File: config.mk
export PLATFORM = sky130hd
export DESIGN_NAME = serial_eeprom_tgt
export DESIGN_NICKNAME = d
export VERILOG_FILES = /design/src/rtl/seep_pkg.sv /design/src/rtl/seep_line_sync.sv /design/src/rtl/seep_link.sv /design/src/rtl/seep_store.sv /design/src/rtl/serial_eeprom_tgt.sv
export SDC_FILE = /design/constraint.sdc
export NUM_CORES = 2
export LEC_CHECK = 0
export BUFFER_PORTS_ARGS = -buffer_cell sky130_fd_sc_hd__clkbuf_2
export CELL_PAD_IN_SITES_DETAIL_PLACEMENT = 0
export CELL_PAD_IN_SITES_GLOBAL_PLACEMENT = 2
export CORE_ASPECT_RATIO = 1.75
export CORE_MARGIN = 1.5
export CORE_UTILIZATION = 49
export DETAILED_ROUTE_END_ITERATION = 10
export PLACE_DENSITY_LB_ADDON = 0.08
export SLEW_MARGIN = 20
export SYNTH_ARGS = -nofsm -noshare
export SYNTH_HDL_FRONTEND = slang
export SYNTH_HIERARCHICAL = 1
export SYNTH_SLANG_ARGS = --single-unit
File: constraint.sdc
create_clock -name clk -period 3.45 [get_ports clk]
set_input_delay 0 -clock clk [delete_from_list [all_inputs] [get_ports clk]]
set_output_delay 0 -clock clk [all_outputs]
set_load 0.02 [all_outputs]
File: src/rtl/seep_pkg.sv
package seep_pkg;

  localparam logic [3:0] DEV_TYPE = 4'b1010;
  localparam int unsigned FN_W = 16;

  typedef enum logic [3:0] {
    ST_IDLE,
    ST_DEV,
    ST_DACK,
    ST_WADDR,
    ST_AACK,
    ST_WDATA,
    ST_WACK,
    ST_RDATA,
    ST_RACK,
    ST_WAIT
  } seep_state_e;

  // device byte: type nibble, strap code, direction bit
  function automatic logic dev_hit(input logic [7:0] b, input logic [2:0] straps);
    return b[7:1] == {DEV_TYPE, straps};
  endfunction

  // next address inside a page: only the bits under mask move
  function automatic logic [FN_W-1:0] page_step(input logic [FN_W-1:0] a,
                                               input logic [FN_W-1:0] mask);
    return (a & ~mask) | ((a + 1'b1) & mask);
  endfunction

  // next address of a sequential read, wrapping at the array top
  function automatic logic [FN_W-1:0] seq_step(input logic [FN_W-1:0] a,
                                              input logic [FN_W-1:0] mask);
    return (a + 1'b1) & mask;
  endfunction

endpackage

File: src/rtl/seep_line_sync.sv
module seep_line_sync #(
  parameter int STAGES = 2
) (
  input  logic clk,
  input  logic rst_n,
  input  logic scl_i,
  input  logic sda_i,
  output logic scl_lvl,
  output logic sda_lvl,
  output logic scl_rise,
  output logic scl_fall,
  output logic start_ev,
  output logic stop_ev
);

  logic [STAGES-1:0] scl_sh, sda_sh;
  logic scl_d, sda_d;

  always_ff @(posedge clk or negedge rst_n) begin
    if (!rst_n) begin
      scl_sh <= '1;
      sda_sh <= '1;
      scl_d  <= 1'b1;
      sda_d  <= 1'b1;
    end else begin
      scl_sh <= {scl_sh[STAGES-2:0], scl_i};
      sda_sh <= {sda_sh[STAGES-2:0], sda_i};
      scl_d  <= scl_sh[STAGES-1];
      sda_d  <= sda_sh[STAGES-1];
    end
  end

  assign scl_lvl  = scl_sh[STAGES-1];
  assign sda_lvl  = sda_sh[STAGES-1];
  assign scl_rise = scl_lvl & ~scl_d;
  assign scl_fall = ~scl_lvl & scl_d;
  assign start_ev = scl_lvl & scl_d & sda_d & ~sda_lvl;
  assign stop_ev  = scl_lvl & scl_d & ~sda_d & sda_lvl;

endmodule

File: src/rtl/seep_link.sv
module seep_link
  import seep_pkg::*;
#(
  parameter int DEPTH      = 256,
  parameter int PAGE_BYTES = 8,
  localparam int AW        = $clog2(DEPTH)
) (
  input  logic          clk,
  input  logic          rst_n,
  input  logic          sda_lvl,
  input  logic          scl_rise,
  input  logic          scl_fall,
  input  logic          start_ev,
  input  logic          stop_ev,
  input  logic [2:0]    straps,
  input  logic          busy,
  input  logic [7:0]    rd_data,
  output logic [AW-1:0] rd_addr,
  output logic          buf_we,
  output logic [AW-1:0] buf_addr,
  output logic [7:0]    buf_data,
  output logic          sda_pull,
  output logic          dev_acking
);

  localparam logic [FN_W-1:0] PAGE_MASK = FN_W'(PAGE_BYTES - 1);
  localparam logic [FN_W-1:0] ADDR_MASK = FN_W'(DEPTH - 1);

  seep_state_e   state;
  logic [3:0]    cnt;
  logic [7:0]    sr;
  logic [7:0]    shreg;
  logic          rw;
  logic [AW-1:0] ptr;

  wire rx_state = (state == ST_DEV) || (state == ST_WADDR) || (state == ST_WDATA);
  wire byte_end = scl_fall && (cnt == 4'd8);

  always_ff @(posedge clk or negedge rst_n) begin
    if (!rst_n) begin
      state    <= ST_IDLE;
      cnt      <= '0;
      sr       <= '0;
      shreg    <= 8'hFF;
      rw       <= 1'b0;
      ptr      <= '0;
      buf_we   <= 1'b0;
      buf_addr <= '0;
      buf_data <= '0;
    end else begin
      buf_we <= 1'b0;
      if (start_ev) begin
        state <= ST_DEV;
        cnt   <= '0;
      end else if (stop_ev) begin
        state <= ST_IDLE;
      end else if (rx_state) begin
        if (scl_rise) begin
          sr  <= {sr[6:0], sda_lvl};
          cnt <= cnt + 4'd1;
        end else if (byte_end) begin
          cnt <= '0;
          if (state == ST_DEV) begin
            if (dev_hit(sr, straps) && !busy) begin
              rw    <= sr[0];
              state <= ST_DACK;
            end else begin
              state <= ST_WAIT;
            end
          end else if (state == ST_WADDR) begin
            ptr   <= sr[AW-1:0];
            state <= ST_AACK;
          end else begin
            buf_we   <= 1'b1;
            buf_addr <= ptr;
            buf_data <= sr;
            ptr      <= AW'(page_step(FN_W'(ptr), PAGE_MASK));
            state    <= ST_WACK;
          end
        end
      end else begin
        unique case (state)
          ST_DACK: if (scl_fall) begin
            if (rw) begin
              shreg <= rd_data;
              cnt   <= '0;
              state <= ST_RDATA;
            end else begin
              state <= ST_WADDR;
            end
          end
          ST_AACK, ST_WACK: if (scl_fall) state <= ST_WDATA;
          ST_RDATA: begin
            if (scl_rise) begin
              cnt <= cnt + 4'd1;
            end else if (scl_fall) begin
              if (cnt == 4'd8) begin
                cnt   <= '0;
                ptr   <= AW'(seq_step(FN_W'(ptr), ADDR_MASK));
                state <= ST_RACK;
              end else begin
                shreg <= {shreg[6:0], 1'b1};
              end
            end
          end
          ST_RACK: begin
            if (scl_rise && sda_lvl) begin
              state <= ST_WAIT;
            end else if (scl_fall) begin
              shreg <= rd_data;
              state <= ST_RDATA;
            end
          end
          default: ;
        endcase
      end
    end
  end

  assign rd_addr    = ptr;
  assign dev_acking = (state == ST_DACK);
  assign sda_pull   = (state == ST_DACK) || (state == ST_AACK) || (state == ST_WACK) ||
                      ((state == ST_RDATA) && !shreg[7]);

endmodule

File: src/rtl/seep_store.sv
module seep_store #(
  parameter int DEPTH        = 256,
  parameter int PAGE_BYTES   = 8,
  parameter int WRITE_CYCLES = 400,
  localparam int AW          = $clog2(DEPTH),
  localparam int PB_W        = $clog2(PAGE_BYTES),
  localparam int BASE_W      = AW - PB_W,
  localparam int CW          = $clog2(WRITE_CYCLES + 1)
) (
  input  logic          clk,
  input  logic          rst_n,
  input  logic          clear,
  input  logic          buf_we,
  input  logic [AW-1:0] buf_addr,
  input  logic [7:0]    buf_data,
  input  logic          commit_req,
  input  logic          wp,
  input  logic [AW-1:0] rd_addr,
  output logic [7:0]    rd_data,
  output logic          busy,
  output logic          commit_ev
);

  logic [7:0]            mem  [DEPTH];
  logic [7:0]            pbuf [PAGE_BYTES];
  logic [PAGE_BYTES-1:0] valid;
  logic [BASE_W-1:0]     base;
  logic [CW-1:0]         left;

  // the top base bit selects the upper half of the array
  wire blocked = wp && base[BASE_W-1];

  assign commit_ev = commit_req && (|valid);
  assign busy      = (left != '0);
  assign rd_data   = mem[rd_addr];

  always_ff @(posedge clk or negedge rst_n) begin
    if (!rst_n) begin
      valid <= '0;
      base  <= '0;
      for (int l = 0; l < PAGE_BYTES; l++) pbuf[l] <= '0;
    end else if (clear || commit_ev) begin
      valid <= '0;
    end else if (buf_we) begin
      pbuf[buf_addr[PB_W-1:0]]  <= buf_data;
      valid[buf_addr[PB_W-1:0]] <= 1'b1;
      base                      <= buf_addr[AW-1:PB_W];
    end
  end

  always_ff @(posedge clk or negedge rst_n) begin
    if (!rst_n) begin
      for (int a = 0; a < DEPTH; a++) mem[a] <= 8'hFF;
    end else if (commit_ev && !blocked) begin
      for (int l = 0; l < PAGE_BYTES; l++) begin
        if (valid[l]) mem[{base, PB_W'(l)}] <= pbuf[l];
      end
    end
  end

  always_ff @(posedge clk or negedge rst_n) begin
    if (!rst_n)          left <= '0;
    else if (commit_ev)  left <= CW'(WRITE_CYCLES);
    else if (left != '0) left <= left - 1'b1;
  end

endmodule

File: src/rtl/serial_eeprom_tgt.sv
module serial_eeprom_tgt #(
  parameter int DEPTH        = 256,
  parameter int PAGE_BYTES   = 8,
  parameter int WRITE_CYCLES = 400,
  parameter int SYNC_STAGES  = 2,
  localparam int AW          = $clog2(DEPTH)
) (
  input  logic       clk,
  input  logic       rst_n,
  input  logic       scl_i,
  input  logic       sda_i,
  output logic       sda_pull_o,
  input  logic [2:0] dev_sel_i,
  input  logic       wp_i
);

  logic          scl_lvl, sda_lvl, scl_rise, scl_fall, start_ev, stop_ev;
  logic          busy, commit_ev, dev_acking, sda_pull;
  logic          buf_we;
  logic [AW-1:0] buf_addr, rd_addr;
  logic [7:0]    buf_data, rd_data;

  seep_line_sync #(.STAGES(SYNC_STAGES)) u_sync (
    .clk(clk), .rst_n(rst_n), .scl_i(scl_i), .sda_i(sda_i),
    .scl_lvl(scl_lvl), .sda_lvl(sda_lvl), .scl_rise(scl_rise), .scl_fall(scl_fall),
    .start_ev(start_ev), .stop_ev(stop_ev)
  );

  seep_link #(.DEPTH(DEPTH), .PAGE_BYTES(PAGE_BYTES)) u_link (
    .clk(clk), .rst_n(rst_n), .sda_lvl(sda_lvl), .scl_rise(scl_rise), .scl_fall(scl_fall),
    .start_ev(start_ev), .stop_ev(stop_ev), .straps(dev_sel_i), .busy(busy),
    .rd_data(rd_data), .rd_addr(rd_addr), .buf_we(buf_we), .buf_addr(buf_addr),
    .buf_data(buf_data), .sda_pull(sda_pull), .dev_acking(dev_acking)
  );

  seep_store #(.DEPTH(DEPTH), .PAGE_BYTES(PAGE_BYTES), .WRITE_CYCLES(WRITE_CYCLES)) u_store (
    .clk(clk), .rst_n(rst_n), .clear(start_ev), .buf_we(buf_we), .buf_addr(buf_addr),
    .buf_data(buf_data), .commit_req(stop_ev), .wp(wp_i), .rd_addr(rd_addr),
    .rd_data(rd_data), .busy(busy), .commit_ev(commit_ev)
  );

  assign sda_pull_o = sda_pull;

endmodule

==> results.py <==
metrics = {
    "critical_path": {
        "cp.arrival_ps": 4270,
        "max_stage_delay_ps": 520,
        "worstSetupPathType": "register to register",
        "cpMostUsedCell": "mux2_2",
        "cpLargestDelayFamily": "compound AO/OA/AOI/OAI gates",
        "start_kind": "register",
        "cp_cell_sequence": "buf_12 -> buf_16 -> mux4_2 -> a22o_2 -> a221oi_4 -> buf_4 -> o22ai_1 -> o32ai_2 -> nor2_1 -> mux2_2 -> mux2_2",
        "cp_slowest_cell": "mux4_2",
        "critPathBufInv": 3,
        "endpoint_kind": "register",
        "crit_required_ps": 4240,
        "path_max_fanout": 17,
        "r2r_slack_ps": -20,
    },
    "synth": {
        "syn_inst": 6550,
        "syn-num-nets": 6562,
        "synth_edf_count": 0,
        "synth_top_area_share_pct": 50.8,
        "synth_warnings": 6,
        "synthTopCellsByCount": "2,062 x dfstp_2, 1,902 x mux2_2, 416 x mux4_2",
        "syn_area_per_cell_um2": 16.3,
        "yosysMostFrequentCell": "dfstp_2",
        "seq_area_frac_synth_pct": 53.8,
        "synth_seq_cells": 2190,
        "synth.area.top_cells": "dfstp_2 51%, mux2_2 20%, mux4_2 8.8%, nor2_8 4.5%, dfrtp_1 3.0%",
        "synth_cell_types": 88,
        "netlist_area_um2": 107000,
        "async_flop_share_pct": 100,
        "synth-main-ff-cell": "dfstp_2",
        "synth_area_leader_cell": "dfstp_2",
    },
    "grt": {
        "grt_pass1_vias": 66900,
        "overflow": 0,
        "grt_pass1_wl_um": 529000,
        "track_usage_pct": 34.1,
        "antenna_found_initial": 21,
        "grt_max_degree": 134,
    },
    "sta": {
        "slew_viol_final": 0,
        "fin_ws_ps": -21.2,
        "setup_violations": 3,
        "post-route-period-util_pct": 101,
        "slew_headroom_pct": 15.6,
        "timing.fmax_mhz": 288,
        "layout_min_cycle_time_ps": 3470,
        "hold_violations": 0,
        "setup_tns_ps": -27.5,
        "rsz0062_at_grt": "yes",
        "tightestPinTransition_ps": 1270,
        "clock_skew_ps": 32.5,
    },
    "place": {
        "dp_hpwl_um": 254000,
        "dp_slack_ps": -787,
        "gp_congestion": 0.960,
        "port_buffers": 8,
    },
    "power_and_ir_drop": {
        "power_mw": 52.0,
        "power_frac_seq_pct": 50.3,
        "p_int_mw": 40.4,
        "p_leak_nw": 52.5,
        "combinationalPowerShare_pct": 2.3,
        "clkPwrFrac_pct": 47.4,
        "vdd_drop_max_mv": 0.592,
        "swShare_pct": 22.3,
        "netSwitchingPower_mw": 11.6,
        "p_per_area_nw_per_um2": 427,
    },
    "layout": {
        "area_growth_syn_to_layout_pct": 14.1,
        "finalNetCount": 6944,
        "drive_above_1_share_pct": 83.0,
        "fin_util_pct": 56.2,
    },
    "floorplanning": {
        "initial_core_util_pct": 49.3,
        "rows": 226,
        "die_w_um": 356,
        "die-area_um2": 220000,
        "io_pins": 9,
        "die_h_um": 620,
        "core_area_um2": 216000,
    },
    "clocking": {
        "clk_latency_ps": 880,
        "cts_buffers": 215,
        "clockBufferDepth": 4,
        "numClockSinks": 2190,
        "clkTransAtPathRegs_ps": 70,
        "cts_tree": "yes",
        "cts_htree_levels": 4,
        "cts-root-buf": "clkbuf_16",
    },
    "route": {
        "avgViaCountPerCell": 6.30,
        "wl_per_cell_um": 37.6,
        "drc": 0,
        "vias": 62800,
        "wirelength_um": 374000,
        "first_iter_violations": 4357,
        "final_antenna_net_count": 0,
        "dr.pass1.iters": 5,
    },
    "run_status": {
        "status": "finished, violations left",
        "violations": "negative setup slack",
    },
    "min_path": {
        "hold_path_class": "primary input to async pin",
    },
    "run": {
        "maxCapViolCount": 0,
    },
}
==> final cells by class <==
class / instances / area, um2
fillers: 17400 / 94700
flip-flops and latches: 2190 / 57500
multi-input cells: 3911 / 47100
clock buffers: 318 / 6390
repair buffers: 600 / 6130
well taps: 2850 / 3570
clock inverters: 72 / 837
inverters: 14 / 52.6
diodes: 9 / 22.5
==> metal layers <==
metal | global-route usage [%] | vias to the layer above | routed length [um]
met1 | 43.3 | 34800 | 148000
met3 | 4.38 | 794 | 17500
met4 | 17.0 | 10 | 22400
met2 | 57.4 | 1949 | 186000
li1 | - | 25300 | -
met5 | 0 | - | 68
==> cells in the final DEF, fill, tap and decap left out, types with 108 or more instances in the layout <==
| cell | count |
|---|---|
| mux2_1 | 154 |
| mux2i_1 | 193 |
| mux4_2 | 416 |
| nor2_8 | 240 |
| dfstp_2 | 2062 |
| a22oi_1 | 133 |
| a21oi_1 | 120 |
| mux2_4 | 108 |
| clkbuf_16 | 221 |
| mux2_2 | 1899 |
| buf_4 | 454 |
==> state kept, by name (all words and copies together) (netlist names) <==
name and flops:
u_link/buf_we 1, u_link/rd_addr 8, u_store/base 5, u_sync/sda_d 1
u_sync/scl_sh 2, u_link/buf_data 8, u_store/left 9, u_link/state 4
u_store/mem 2048, u_store/pbuf 64, u_link/sr 8, u_link/cnt 4
u_store/valid 8, u_link/buf_addr 8, u_link/shreg 8, u_sync/sda_sh 2
u_sync/scl_d 1, u_link/rw 1
==> path summary, 6_finish.rpt <==
kind                                                       to  cells after the start                           from
worst max register to register    u_link/shreg[6]$_DFFE_PN1P_                     11  u_link/rd_addr[0]$_DFFE_PN0P_
max in group asynchronous        u_store/pbuf[23]$_DFFE_PN0P_                      3                          rst_n
worst min register to register     u_sync/sda_sh[1]$_DFF_PN1_                      0     u_sync/sda_sh[0]$_DFF_PN1_
worst max-delay path              u_link/shreg[6]$_DFFE_PN1P_                     11  u_link/rd_addr[0]$_DFFE_PN0P_
min in group clk                 u_store/mem[384]$_DFFE_PN1P_                      6                           wp_i
worst min-delay path            u_store/mem[1677]$_DFFE_PN1P_                      2                          rst_n
==> repair_timing <==
action | in CTS | in global routing
gates cloned | 3 | 2
hold buffers | 8 | 0
pin swaps | 5 | 20
setup endpoints to repair | 8 | 8
gates resized for setup | 40 | 79
hold endpoints to repair | 532 | 0
buffers inserted | 18 | 35
==> power groups by stage <==
| stage | logic, mW | registers, mW | clock network [mW] |
|---|---|---|---|
| 2_1_floorplan | 0.514 | 26.4 | 0 |
| 3_3_place_gp | 1.16 | 26.5 | 0 |
| 3_5_place_dp | 1.20 | 26.5 | 0 |
| 4_1_cts | 1.22 | 26.1 | 25.2 |
| 5_1_grt | 1.34 | 26.1 | 26.1 |
| 6_report | 1.18 | 26.1 | 24.6 |
==> cell families (layout without fill, tap and decap cells) <==
family | after synthesis | after routing | synth area share (%)
buffers and inverters | 449 | 1004 | 2.40
DFF | 2190 | 2190 | 53.8
adders and majority gates | 4 | 4 | 0.0470
AOI/OAI and AO/OA | 482 | 482 | 3.08
other | 0 | 9 | 0
xor gates and xnor gates | 8 | 8 | 0.0657
and+or+nand+nor | 647 | 647 | 6.76
muxes | 2770 | 2770 | 33.8
==> per-stage QoR <==
step	instances	instance area, um2	hold slack [ps]
after floorplan	6550	107000	-296
final	9964	122000	44.2
after detailed placement	9501	113000	32.7
after global routing	9956	122000	46.4
after CTS	9919	121000	32.4
after global placement	9501	113000	22.8
(Power assumes the default switching activity.)
